[config.mk]
export PLATFORM = sky130hd
export DESIGN_NAME = msadc_seq
export DESIGN_NICKNAME = d
export VERILOG_FILES = /design/src/rtl/msadc_pkg.sv /design/src/rtl/msadc_sync.sv /design/src/rtl/msadc_satcnt.sv /design/src/rtl/msadc_runup.sv /design/src/rtl/msadc_seq.sv
export SDC_FILE = /design/constraint.sdc
export NUM_CORES = 1
export LEC_CHECK = 0
export ABC_AREA = 1
export BUFFER_PORTS_ARGS = -buffer_cell sky130_fd_sc_hd__buf_2
export CAP_MARGIN = 25
export CORE_MARGIN = 5
export CORE_UTILIZATION = 53
export DETAILED_ROUTE_END_ITERATION = 12
export PLACE_DENSITY = 0.77
export SYNTH_ARGS = -nofsm -noshare
export SYNTH_HDL_FRONTEND = slang
export SYNTH_SLANG_ARGS = --single-unit
[constraint.sdc]
create_clock -name clk -period 2.8 [get_ports clk]
set_input_delay 0 -clock clk [delete_from_list [all_inputs] [get_ports clk]]
set_output_delay 0 -clock clk [all_outputs]
set_load 0.02 [all_outputs]
[src/rtl/msadc_pkg.sv]
package msadc_pkg;
  typedef enum logic [3:0] {
    ST_IDLE, ST_RUN, ST_GAP1, ST_FAST1, ST_GAP2,
    ST_FAST2, ST_GAP3, ST_SLOW, ST_HOLD
  } phase_t;
endpackage

[src/rtl/msadc_sync.sv]
module msadc_sync #(
  parameter int STAGES = 2
) (
  input  logic clk,
  input  logic rst,
  input  logic d,
  output logic q
);
  logic [STAGES-1:0] sh;

  for (genvar g = 0; g < STAGES; g++) begin : g_stage
    if (g == 0) begin : g_first
      always_ff @(posedge clk)
        if (rst) sh[0] <= 1'b0;
        else     sh[0] <= d;
    end else begin : g_next
      always_ff @(posedge clk)
        if (rst) sh[g] <= 1'b0;
        else     sh[g] <= sh[g-1];
    end
  end

  assign q = sh[STAGES-1];
endmodule

[src/rtl/msadc_satcnt.sv]
module msadc_satcnt #(
  parameter int W = 16
) (
  input  logic         clk,
  input  logic         rst,
  input  logic         clr,
  input  logic         inc,
  output logic [W-1:0] q,
  output logic         full
);
  assign full = &q;

  always_ff @(posedge clk)
    if (rst || clr)       q <= '0;
    else if (inc && !full) q <= q + W'(1);


  sat_hold_chk: assert property (@(posedge clk) disable iff (rst)
    (full && !clr) |=> full);
endmodule

[src/rtl/msadc_runup.sv]
module msadc_runup #(
  parameter int PERIOD = 500,
  parameter int PW     = 16
) (
  input  logic          clk,
  input  logic          rst,
  input  logic          begin_i,
  input  logic          active,
  input  logic          cmp_s,
  input  logic [PW-1:0] n_periods,
  output logic          drive_pos,
  output logic          drive_neg,
  output logic          period_head,
  output logic          final_slot,
  output logic          dec
);
  localparam int SW    = $clog2(PERIOD);
  localparam int MINOR = (PERIOD / 20 < 1) ? 1 : PERIOD / 20;
  localparam logic [SW-1:0] LAST    = SW'(PERIOD - 1);
  localparam logic [SW-1:0] MIN_END = SW'(MINOR);
  localparam logic [SW-1:0] MAJ_BEG = SW'(MINOR + 2);

  logic [SW-1:0] slot;
  logic [PW-1:0] per;
  logic minor, major, end_period;

  assign end_period = (slot == LAST);

  always_ff @(posedge clk)
    if (rst) begin
      slot <= '0;
      per  <= '0;
      dec  <= 1'b0;
    end else if (begin_i) begin
      slot <= '0;
      per  <= '0;
      dec  <= cmp_s;
    end else if (active) begin
      if (end_period) begin
        slot <= '0;
        per  <= per + PW'(1);
        dec  <= cmp_s;
      end else begin
        slot <= slot + SW'(1);
      end
    end

  assign minor       = (slot != '0) && (slot <= MIN_END);
  assign major       = (slot >= MAJ_BEG);
  assign drive_pos   = active && (dec ? minor : major);
  assign drive_neg   = active && (dec ? major : minor);
  assign period_head = active && (slot == '0);
  assign final_slot  = active && end_period && (per == n_periods - PW'(1));


  pattern_hold_chk: assert property (@(posedge clk) disable iff (rst)
    (active && slot != '0) |-> $stable(dec));
endmodule

[src/rtl/msadc_seq.sv]
module msadc_seq
  import msadc_pkg::*;
#(
  parameter int PERIOD      = 500,
  parameter int PW          = 16,
  parameter int RW          = 16,
  parameter int CW          = 24,
  parameter int SYNC_STAGES = 2
) (
  input  logic          clk,
  input  logic          rst,
  input  logic          start,
  input  logic          cfg_dual,
  input  logic [PW-1:0] cfg_periods,
  input  logic [RW-1:0] cfg_rd_max,
  input  logic          cmp_in,
  input  logic          res_ack,
  output logic          en_in,
  output logic          en_pos,
  output logic          en_neg,
  output logic          res_req,
  output logic          done,
  output logic          ovf,
  output logic [PW-1:0] cnt_steps,
  output logic [CW-1:0] cnt_pos,
  output logic [CW-1:0] cnt_neg,
  output logic [CW-1:0] cnt_fine
);
  localparam int NCNT = 3;

  phase_t        state;
  logic          dual_q, dir, cmp_s, accept, rundown, limit;
  logic [PW-1:0] n_q;
  logic [RW-1:0] rdmax_q, rd_cnt;
  logic          ru_pos, ru_neg, head, fin, dec;
  logic [NCNT-1:0] inc, full;
  logic [CW-1:0] cnt_q [NCNT];
  logic          inc_s, full_s;

  msadc_sync #(.STAGES(SYNC_STAGES)) u_sync (
    .clk(clk), .rst(rst), .d(cmp_in), .q(cmp_s));

  msadc_runup #(.PERIOD(PERIOD), .PW(PW)) u_runup (
    .clk(clk), .rst(rst), .begin_i(accept), .active(state == ST_RUN),
    .cmp_s(cmp_s), .n_periods(n_q), .drive_pos(ru_pos), .drive_neg(ru_neg),
    .period_head(head), .final_slot(fin), .dec(dec));

  assign accept  = (state == ST_IDLE) && start;
  assign rundown = state inside {ST_FAST1, ST_GAP2, ST_FAST2, ST_GAP3, ST_SLOW};
  assign limit   = rundown && (rd_cnt >= rdmax_q - RW'(1));

  // phase sequencing
  always_ff @(posedge clk)
    if (rst) begin
      state   <= ST_IDLE;
      dual_q  <= 1'b0;
      n_q     <= '0;
      rdmax_q <= '0;
      rd_cnt  <= '0;
      dir     <= 1'b0;
    end else begin
      if (rundown) rd_cnt <= rd_cnt + RW'(1);
      case (state)
        ST_IDLE: if (start) begin
          state   <= ST_RUN;
          dual_q  <= cfg_dual;
          n_q     <= cfg_periods;
          rdmax_q <= cfg_rd_max;
        end
        ST_RUN:  if (fin) state <= ST_GAP1;
        ST_GAP1: begin
          dir    <= cmp_s;
          rd_cnt <= '0;
          state  <= ST_FAST1;
        end
        ST_FAST1: if (limit) state <= ST_HOLD;
                  else if (cmp_s != dir) state <= ST_GAP2;
        ST_GAP2:  if (limit) state <= ST_HOLD;
                  else state <= ST_FAST2;
        ST_FAST2: if (limit) state <= ST_HOLD;
                  else if (cmp_s == dir) state <= ST_GAP3;
        ST_GAP3:  if (limit) state <= ST_HOLD;
                  else state <= ST_SLOW;
        ST_SLOW:  if (limit || cmp_s != dir) state <= ST_HOLD;
        ST_HOLD:  if (res_req && res_ack) state <= ST_IDLE;
        default:  state <= ST_IDLE;
      endcase
    end

  // registered switch and handshake outputs
  always_ff @(posedge clk)
    if (rst) begin
      en_in   <= 1'b0;
      en_pos  <= 1'b0;
      en_neg  <= 1'b0;
      res_req <= 1'b0;
      done    <= 1'b0;
    end else begin
      en_in   <= (state == ST_RUN);
      en_pos  <= (state == ST_RUN && !dual_q && ru_pos) ||
                 (state == ST_FAST1 && !dir) || (state == ST_FAST2 && dir) ||
                 (state == ST_SLOW);
      en_neg  <= (state == ST_RUN && !dual_q && ru_neg) ||
                 (state == ST_FAST1 && dir) || (state == ST_FAST2 && !dir) ||
                 (state == ST_SLOW);
      res_req <= (state == ST_HOLD) && !(res_req && res_ack);
      done    <= (state == ST_HOLD) && res_req && res_ack;
    end

  // cycle counters taken from the registered enables
  assign inc[0] = en_pos && !en_neg;
  assign inc[1] = !en_pos && en_neg;
  assign inc[2] = en_pos && en_neg;

  for (genvar k = 0; k < NCNT; k++) begin : g_cnt
    msadc_satcnt #(.W(CW)) u_cnt (
      .clk(clk), .rst(rst), .clr(accept), .inc(inc[k]),
      .q(cnt_q[k]), .full(full[k]));
  end

  assign inc_s = head && !dual_q && !dec;
  msadc_satcnt #(.W(PW)) u_steps (
    .clk(clk), .rst(rst), .clr(accept), .inc(inc_s),
    .q(cnt_steps), .full(full_s));

  assign cnt_pos  = cnt_q[0];
  assign cnt_neg  = cnt_q[1];
  assign cnt_fine = cnt_q[2];

  always_ff @(posedge clk)
    if (rst || accept) ovf <= 1'b0;
    else if (limit || |(inc & full) || (inc_s && full_s)) ovf <= 1'b1;


  bbm_pos_chk: assert property (@(posedge clk) disable iff (rst)
    (en_pos && !en_neg) |=> !(en_neg && !en_pos));

  bbm_neg_chk: assert property (@(posedge clk) disable iff (rst)
    (en_neg && !en_pos) |=> !(en_pos && !en_neg));

  dual_refs_chk: assert property (@(posedge clk) disable iff (rst)
    (dual_q && en_in) |-> !(en_pos || en_neg));

  hold_quiet_chk: assert property (@(posedge clk) disable iff (rst)
    res_req |-> !(en_in || en_pos || en_neg));

  req_until_ack_chk: assert property (@(posedge clk) disable iff (rst)
    (res_req && !res_ack) |=> res_req);

  done_pulse_chk: assert property (@(posedge clk) disable iff (rst)
    done |=> !done);

  ovf_hold_chk: assert property (@(posedge clk) disable iff (rst)
    (ovf && !accept) |=> ovf);

  busy_start_chk: assert property (@(posedge clk) disable iff (rst)
    (state == ST_RUN && start && !fin) |=> (state == ST_RUN));
endmodule

# Yosys cells after proc, flatten, opt, wreduce, memory -nomap -nowiden
# Index checks and enable logic that the tools add are counted.
[totals]
word_cells = 135
ff_bits = 176
[op_classes]
n_eq_ne = 18
reduce_logical = 66
n_bitwise = 1
order_cmp = 3
muxes = 17
add_sub_neg = 9
[ops]
columns = ["op", "n"]
rows = [
  ["24-bit by 1-bit adder with 24-bit output (second input constant)", 3],
  ["24-bit AND reduction", 3],
  ["16-bit by 1-bit adder with 16-bit output (second input constant)", 3],
  ["4-bit 2-to-1 mux", 10],
  ["4-bit case mux with 9 select lines", 1],
  ["16-bit by 1-bit subtractor with 16-bit output (second input constant)", 2],
  ["1-bit logical AND", 29],
  ["16-bit equality test", 1],
  ["4-bit by 3-bit equality test with 1-bit output (second input constant)", 4],
  ["16-bit greater-or-equal comparator", 1],
  ["16-bit AND reduction", 1],
  ["1-bit zero test", 10],
  ["1-bit logical OR", 10],
  ["9-bit by 1-bit adder with 9-bit output (second input constant)", 1],
  ["9-bit equality test (second input constant)", 1],
  ["9-bit by 5-bit greater-or-equal comparator with 1-bit output (second input constant)", 1],
  ["9-bit by 5-bit less-or-equal comparator with 1-bit output (second input constant)", 1],
  ["9-bit zero test", 1],
  ["9-bit 2-to-1 mux", 1],
  ["9-bit nonzero test", 1],
  ["4-bit by 2-bit equality test with 1-bit output (second input constant)", 2],
  ["2-bit inequality test (second input constant)", 4],
  ["2-bit AND reduction", 3],
  ["6-bit AND reduction", 1],
  ["13 further kinds", 19],
]

# Depth between registers and ports, before layout
[depth]
word_depth = 8
depth_mapped = 21
ltp_nobuf = 21

# Hierarchy
# From an unflattened synthesis, not the netlist that was laid out.
[hier_totals]
cells_unflattened = 1679
hier_area_um2 = 10889.2
[modules_own_cells]
columns = ["mod", "area_each_um2", "seq_area_each_um2", "instances", "cells_each"]
rows = [
  ["msadc_satcnt (g_cnt[0].u_cnt ...)", 1502.7, 480.5, 3, 242],
  ["msadc_seq", 3275.6, 1201.2, 1, 463],
  ["msadc_runup", 2100.8, 520.5, 1, 338],
  ["msadc_satcnt (u_steps)", 949.7, 320.3, 1, 146],
  ["msadc_sync", 55.1, 40.0, 1, 6],
]

# Worst setup path after synthesis
# No wires, ideal clock.
[synth_timing]
path_type = "reg-to-reg"
start = "reg rdmax_q[0]"
end = "reg state[1]"
arrival_ns = 2.944
path_stages_with_launch = 22
required_time_ns = 2.736
period_less_slack_ns = 3.007
path_slack_ns = -0.207
cell_sequence = "dfxtp_1 inv_1 ha_1 nand3_1 nor3_1 nand4_1 nor3_1 xor2_1 inv_1 ha_1 nand2_1 inv_1 nand3_1 nor2_1 nand3_1 nand3_1 a21oi_1 a21oi_1 nand3_2 nand2_1 inv_1 nor2_1"
[synth_between]
elab_chain_len = 6
word_cells_on_any_way = 12
classes_between = "1 x add/sub; 1 x order compare; 3 x eq/ne; 4 x mux; 3 x reduce/logical"
[synth_lines]
columns = ["element", "line_no", "text"]
rows = [
  ["start: declaration", "msadc_seq.sv:34", "logic [RW-1:0] rdmax_q, rd_cnt;"],
  ["start signal: assignment", "msadc_seq.sv:68", "rdmax_q <= cfg_rd_max;"],
  ["16-bit by 1-bit subtractor with 16-bit output (*)", "msadc_seq.sv:50", "assign limit = rundown && (rd_cnt >= rdmax_q - RW'(1));"],
  ["16-bit greater-or-equal comparator (*)", "msadc_seq.sv:50", ""],
  ["1-bit logical AND (*)", "msadc_seq.sv:50", ""],
  ["1-bit logical OR", "msadc_seq.sv:84", "ST_SLOW: if (limit || cmp_s != dir) state <= ST_HOLD;"],
  ["2-bit inequality test (no source line)", "n/a", ""],
  ["6-bit AND reduction (no source line)", "n/a", ""],
  ["end signal: assignment", "msadc_seq.sv:84", ""],
  ["end signal: assignment", "msadc_seq.sv:85", "ST_HOLD: if (res_req && res_ack) state <= ST_IDLE;"],
  ["end signal: assignment", "msadc_seq.sv:86", "default: state <= ST_IDLE;"],
  ["end: declaration", "msadc_seq.sv:31", "phase_t state;"],
]
# Mark *: on every way between the ends. The rest lies on a longest branch, timed or not.
# A chain may end at the register's enable or synchronous reset.

# Final worst setup path
# Ends and elaborated chain as after synthesis.

==> flow_summary.rst <==
.. list-table::
   :header-rows: 1

   * - Metric
     - Value
   * - Unique cell type count in the Yosys netlist
     - 50
   * - Routed Wire Length
     - between 20000 and 30000 um
   * - Violations in the final reports
     - setup timing
   * - Starting utilization of the core area
     - roughly 53%
   * - Overflow after GRT
     - 0
   * - FILL cells
     - ~1700
   * - Later-pin clock latency in the skew report
     - roughly 0.43 ns
   * - Crit Reg-Reg Startpoint
     - rdmax_q[0]
   * - Area of the mapped netlist
     - 9912 um^2
   * - Power per cell area
     - 742.4 nW/um^2
   * - Hold Violations, Final
     - 0
   * - Count of maximum capacitance violations
     - 0
   * - Total via count after detailed routing
     - 10340
   * - Number of cells produced by synthesis
     - about 1500
   * - Tmin final
     - 3.136 ns
   * - Maximum buffer depth of the clock tree
     - 2
   * - Overall routing resource usage
     - between 20% and 30%
   * - Count of unresolved DRC violations after routing
     - 0
   * - Number of ports placed on the die boundary
     - approximately 130
   * - Number of global-route vias before repair
     - between 9000 and 10000
   * - CTS Buf Count
     - 17
   * - Worst clock skew
     - 0.008681 ns
   * - Result of the run
     - finished with violations
   * - Endpoint of the lowest-slack register-to-register path
     - state[1]
   * - Setup repair after global routing missed its margin
     - true
   * - CP required
     - 3.16 ns
   * - Total of flip-flops plus latches after synthesis
     - 176
   * - Top cells by area, synth
     - dfxtp_1 (36%), nand2_1 (12%), inv_1 (7.6%)
   * - Crit path max-delay family
     - simple AND/OR/NAND/NOR gates
   * - Remaining max-slew budget at the tightest pin
     - 42.88%
   * - Area enclosed by the die boundary
     - 21540 um^2
   * - Setup violations, final
     - 4
   * - Post-layout util
     - 65.64%
   * - Crit-path max cell delay
     - 0.32 ns
   * - Hold depth
     - 4
   * - Startpoint type of the worst setup path
     - register
   * - Type of the worst setup path
     - reg -> reg
   * - Detailed-router iteration count before antenna repair
     - 6
   * - Max-slew violation count
     - 0
   * - Area Overhead vs Synth
     - 23.04%
   * - Layout Nets
     - 1731
   * - Antenna fix cells
     - 0
   * - Endpoint with the worst hold slack
     - done
   * - Worst hold path type
     - in -> reg
   * - Routed wire length per instance
     - 13.87 um
   * - Width of the die
     - 146.8 um
   * - First-pass GRT wire length
     - 43970 um
   * - Worst path bufs/invs
     - 3
   * - Synthesized area divided by synthesized cell count
     - 6.734 um^2
   * - Largest net degree at the start of global routing
     - 79
   * - Share of the synthesized area in the top cell type
     - 35.55%
   * - Final worst setup slack
     - -0.3356 ns
   * - CP cell instances
     - inv_2 > ha_4 > nand3_4 > nor3_4 > nand4_1 > nor3_2 > xor2_1 > inv_1 > ha_4 > nand2_4 > o21ai_0 > nor2_2 > nand4_1 > nand2_1 > a21oi_4 > nand3_2 > nand2_1 > inv_1 > nor2_1
   * - Antenna violations before repair
     - 0
   * - Clk slew on worst S/H paths
     - 0.07 ns
   * - Vias per inst
     - ~5.4
   * - Worst r2r path cells
     - 19
   * - Hold path startpoint
     - res_ack
   * - Fmax achieved
     - 318.9 MHz
   * - Reg-to-reg setup timing slack
     - -0.34 ns
   * - Clock tree from TritonCTS
     - done
   * - Die height
     - 146.8 um
   * - CTS H-Tree Depth
     - 4
   * - Critical path peak fanout
     - 5
   * - Number of rows in the core area
     - 50
   * - Hpwl dp
     - 18490 um
   * - VDD IR-drop max
     - 0.5854 mV
   * - Number of port buffers
     - 131
   * - Post-Place Worst Slack
     - -0.3549 ns
   * - Syn nets
     - 1537
   * - GPL Wtd Cong
     - slightly above 0.9
   * - Critical path capture point type
     - register
   * - Sinks on the clock net
     - 176
   * - Sequential share of the synthesized area
     - 35.55%
   * - Slowest cell on the critical path
     - dfxtp_2
   * - DR iter-0 viols
     - 722
   * - Static leakage power
     - 5.049 nW
   * - Final worst path period share
     - 112.0%
   * - Clock root buffer
     - clkbuf_16
   * - Total chip power
     - 0.009054 W
   * - Transition time of the tightest slew-check pin
     - 0.8569 ns
   * - Final ANT Viol Nets
     - 0
   * - Synthesis warning total
     - 0
   * - Data arrival time of the critical path
     - 3.50 ns
   * - Post-synth top area cell
     - dfxtp_1
   * - Area of the core
     - 18580 um^2
   * - Ratio of cells with drive above 1 in the final layout
     - 16.20%
   * - Worst slack on hold paths
     - 0.3776 ns
-- worst reg2reg max path: cells and delay by family (launching register included) --
family	cells	cell delay, ns
and+or+nand+nor	11	1.40
AOI/OAI and AO/OA	2	0.49
adders and majority gates	2	0.44
DFF	1	0.32
buffers and inverters	3	0.22
xor gates and xnor gates	1	0.20
-- power breakdown --
part	switching [W]	internal (W)	leakage (nW)	total, W
Sequential	0.000237	0.00274	1.43	0.00298
Clock	0.00102	0.00158	0.315	0.00260
Combinational	0.00216	0.00131	3.31	0.00347
-- cell families (layout without fill, tap and decap cells) --
family / count (synthesis) / after routing / synth area share, %
AOI/OAI and AO/OA: 241 / 241 / 12.95
xor gates and xnor gates: 62 / 62 / 5.478
adders and majority gates: 27 / 27 / 3.408
buffers and inverters: 240 / 447 / 9.189
DFF: 176 / 176 / 35.55
and+or+nand+nor: 726 / 726 / 33.43
-- Yosys cell counts, drive strengths merged --
cell type,instances
or3,1
ha,27
xnor2,17
a31oi,3
nand3b,5
a21boi,1
clkinv,3
xor2,45
nor2,167
o221a,1
nand4,50
and2,1
o21bai,2
o31ai,2
dfxtp,176
nand2,324
buf,4
nor3,57
a21oi,140
a221oi,2
and3,5
inv,207
a32oi,1
or4,1
clkbuf,26
o21ai,77
a211oi,4
nor4,26
nor3b,2
o21a,4
a21o,1
a41oi,2
or2,9
nand3,78
a22oi,1
-- state kept, by name, indices dropped and copies added, names as in the netlist, 4 cells and up --
register and count:
g_cnt.u_cnt.q 72, u_runup.per 16, n_q 16, rdmax_q 16
u_steps.q 16, rd_cnt 16, state 4, u_runup.slot 9
-- cell type report --
cell class              instances  area (um^2)  area share (%)
well taps                     234        292.8           2.401
multi-input cells            1056         5632           46.18
flip-flops and latches        176         3526           28.91
clock inverters                11        176.4           1.447
repair buffers                205         1306           10.71
clock buffers                  21        470.5           3.858
inverters                     210        792.0           6.494
-- per-stage QoR --
stage          setup TNS, ns  cell area (um^2)  instances
2_1_floorplan              0              9950       1472
3_3_place_gp         -0.7212             10980       1833
3_5_place_dp          -1.391             10980       1833
4_1_cts              -0.5233             12110       1909
5_1_grt               -2.336             12200       1913
6_report              -1.274             12200       1913
-- how the worst max path moves through the flow --
stage                           from       end  slack [ns]  depth (start not counted)
final                     rdmax_q[0]  state[1]       -0.34                         19
after global routing      rdmax_q[0]  state[1]       -0.56                         19
after CTS                 rdmax_q[1]  state[2]       -0.15                         21
after detailed placement  rdmax_q[1]  state[1]       -0.35                         21
after global placement    rdmax_q[1]  state[1]       -0.19                         21
after floorplan           rdmax_q[1]  state[3]       0.003                         21
-- repair_timing --
item,in CTS,in global routing
gates resized for setup,12,12
hold buffers,38,0
setup buffers,6,4
hold endpoints to repair,41,0
endpoints found under the setup margin,5,5
pin swaps,17,17
-- cells in the final DEF (no fill, tap or decap), types with 5 or more instances in the layout --
cell           count
nand2_1          313
inv_1            198
dfxtp_1          174
nor2_1           150
a21oi_1          138
buf_2            131
o21ai_0           77
nand3_1           70
nor3_1            50
nand4_1           48
xor2_1            45
dlygate4sd3_1     38
buf_4             36
ha_1              25
nor4_1            23
xnor2_1           17
clkbuf_16         17
nor2_2            13
inv_2              9
nand2_2            7
or2_2              6
nand3_2            5
and3_1             5
nand3b_1           5
-- layer usage --
layer / up-vias / part of all wire, % / global-route usage (%)
met2: 299 / 47 / 40.52
met3: 51 / 5.8 / 3.300
met4: 0 / 2.3 / 8.043
li1: 5228 / - / -
met1: 4761 / 44 / 31.42
met5: - / 0 / 0
Power figures use the tool's default switching activity.
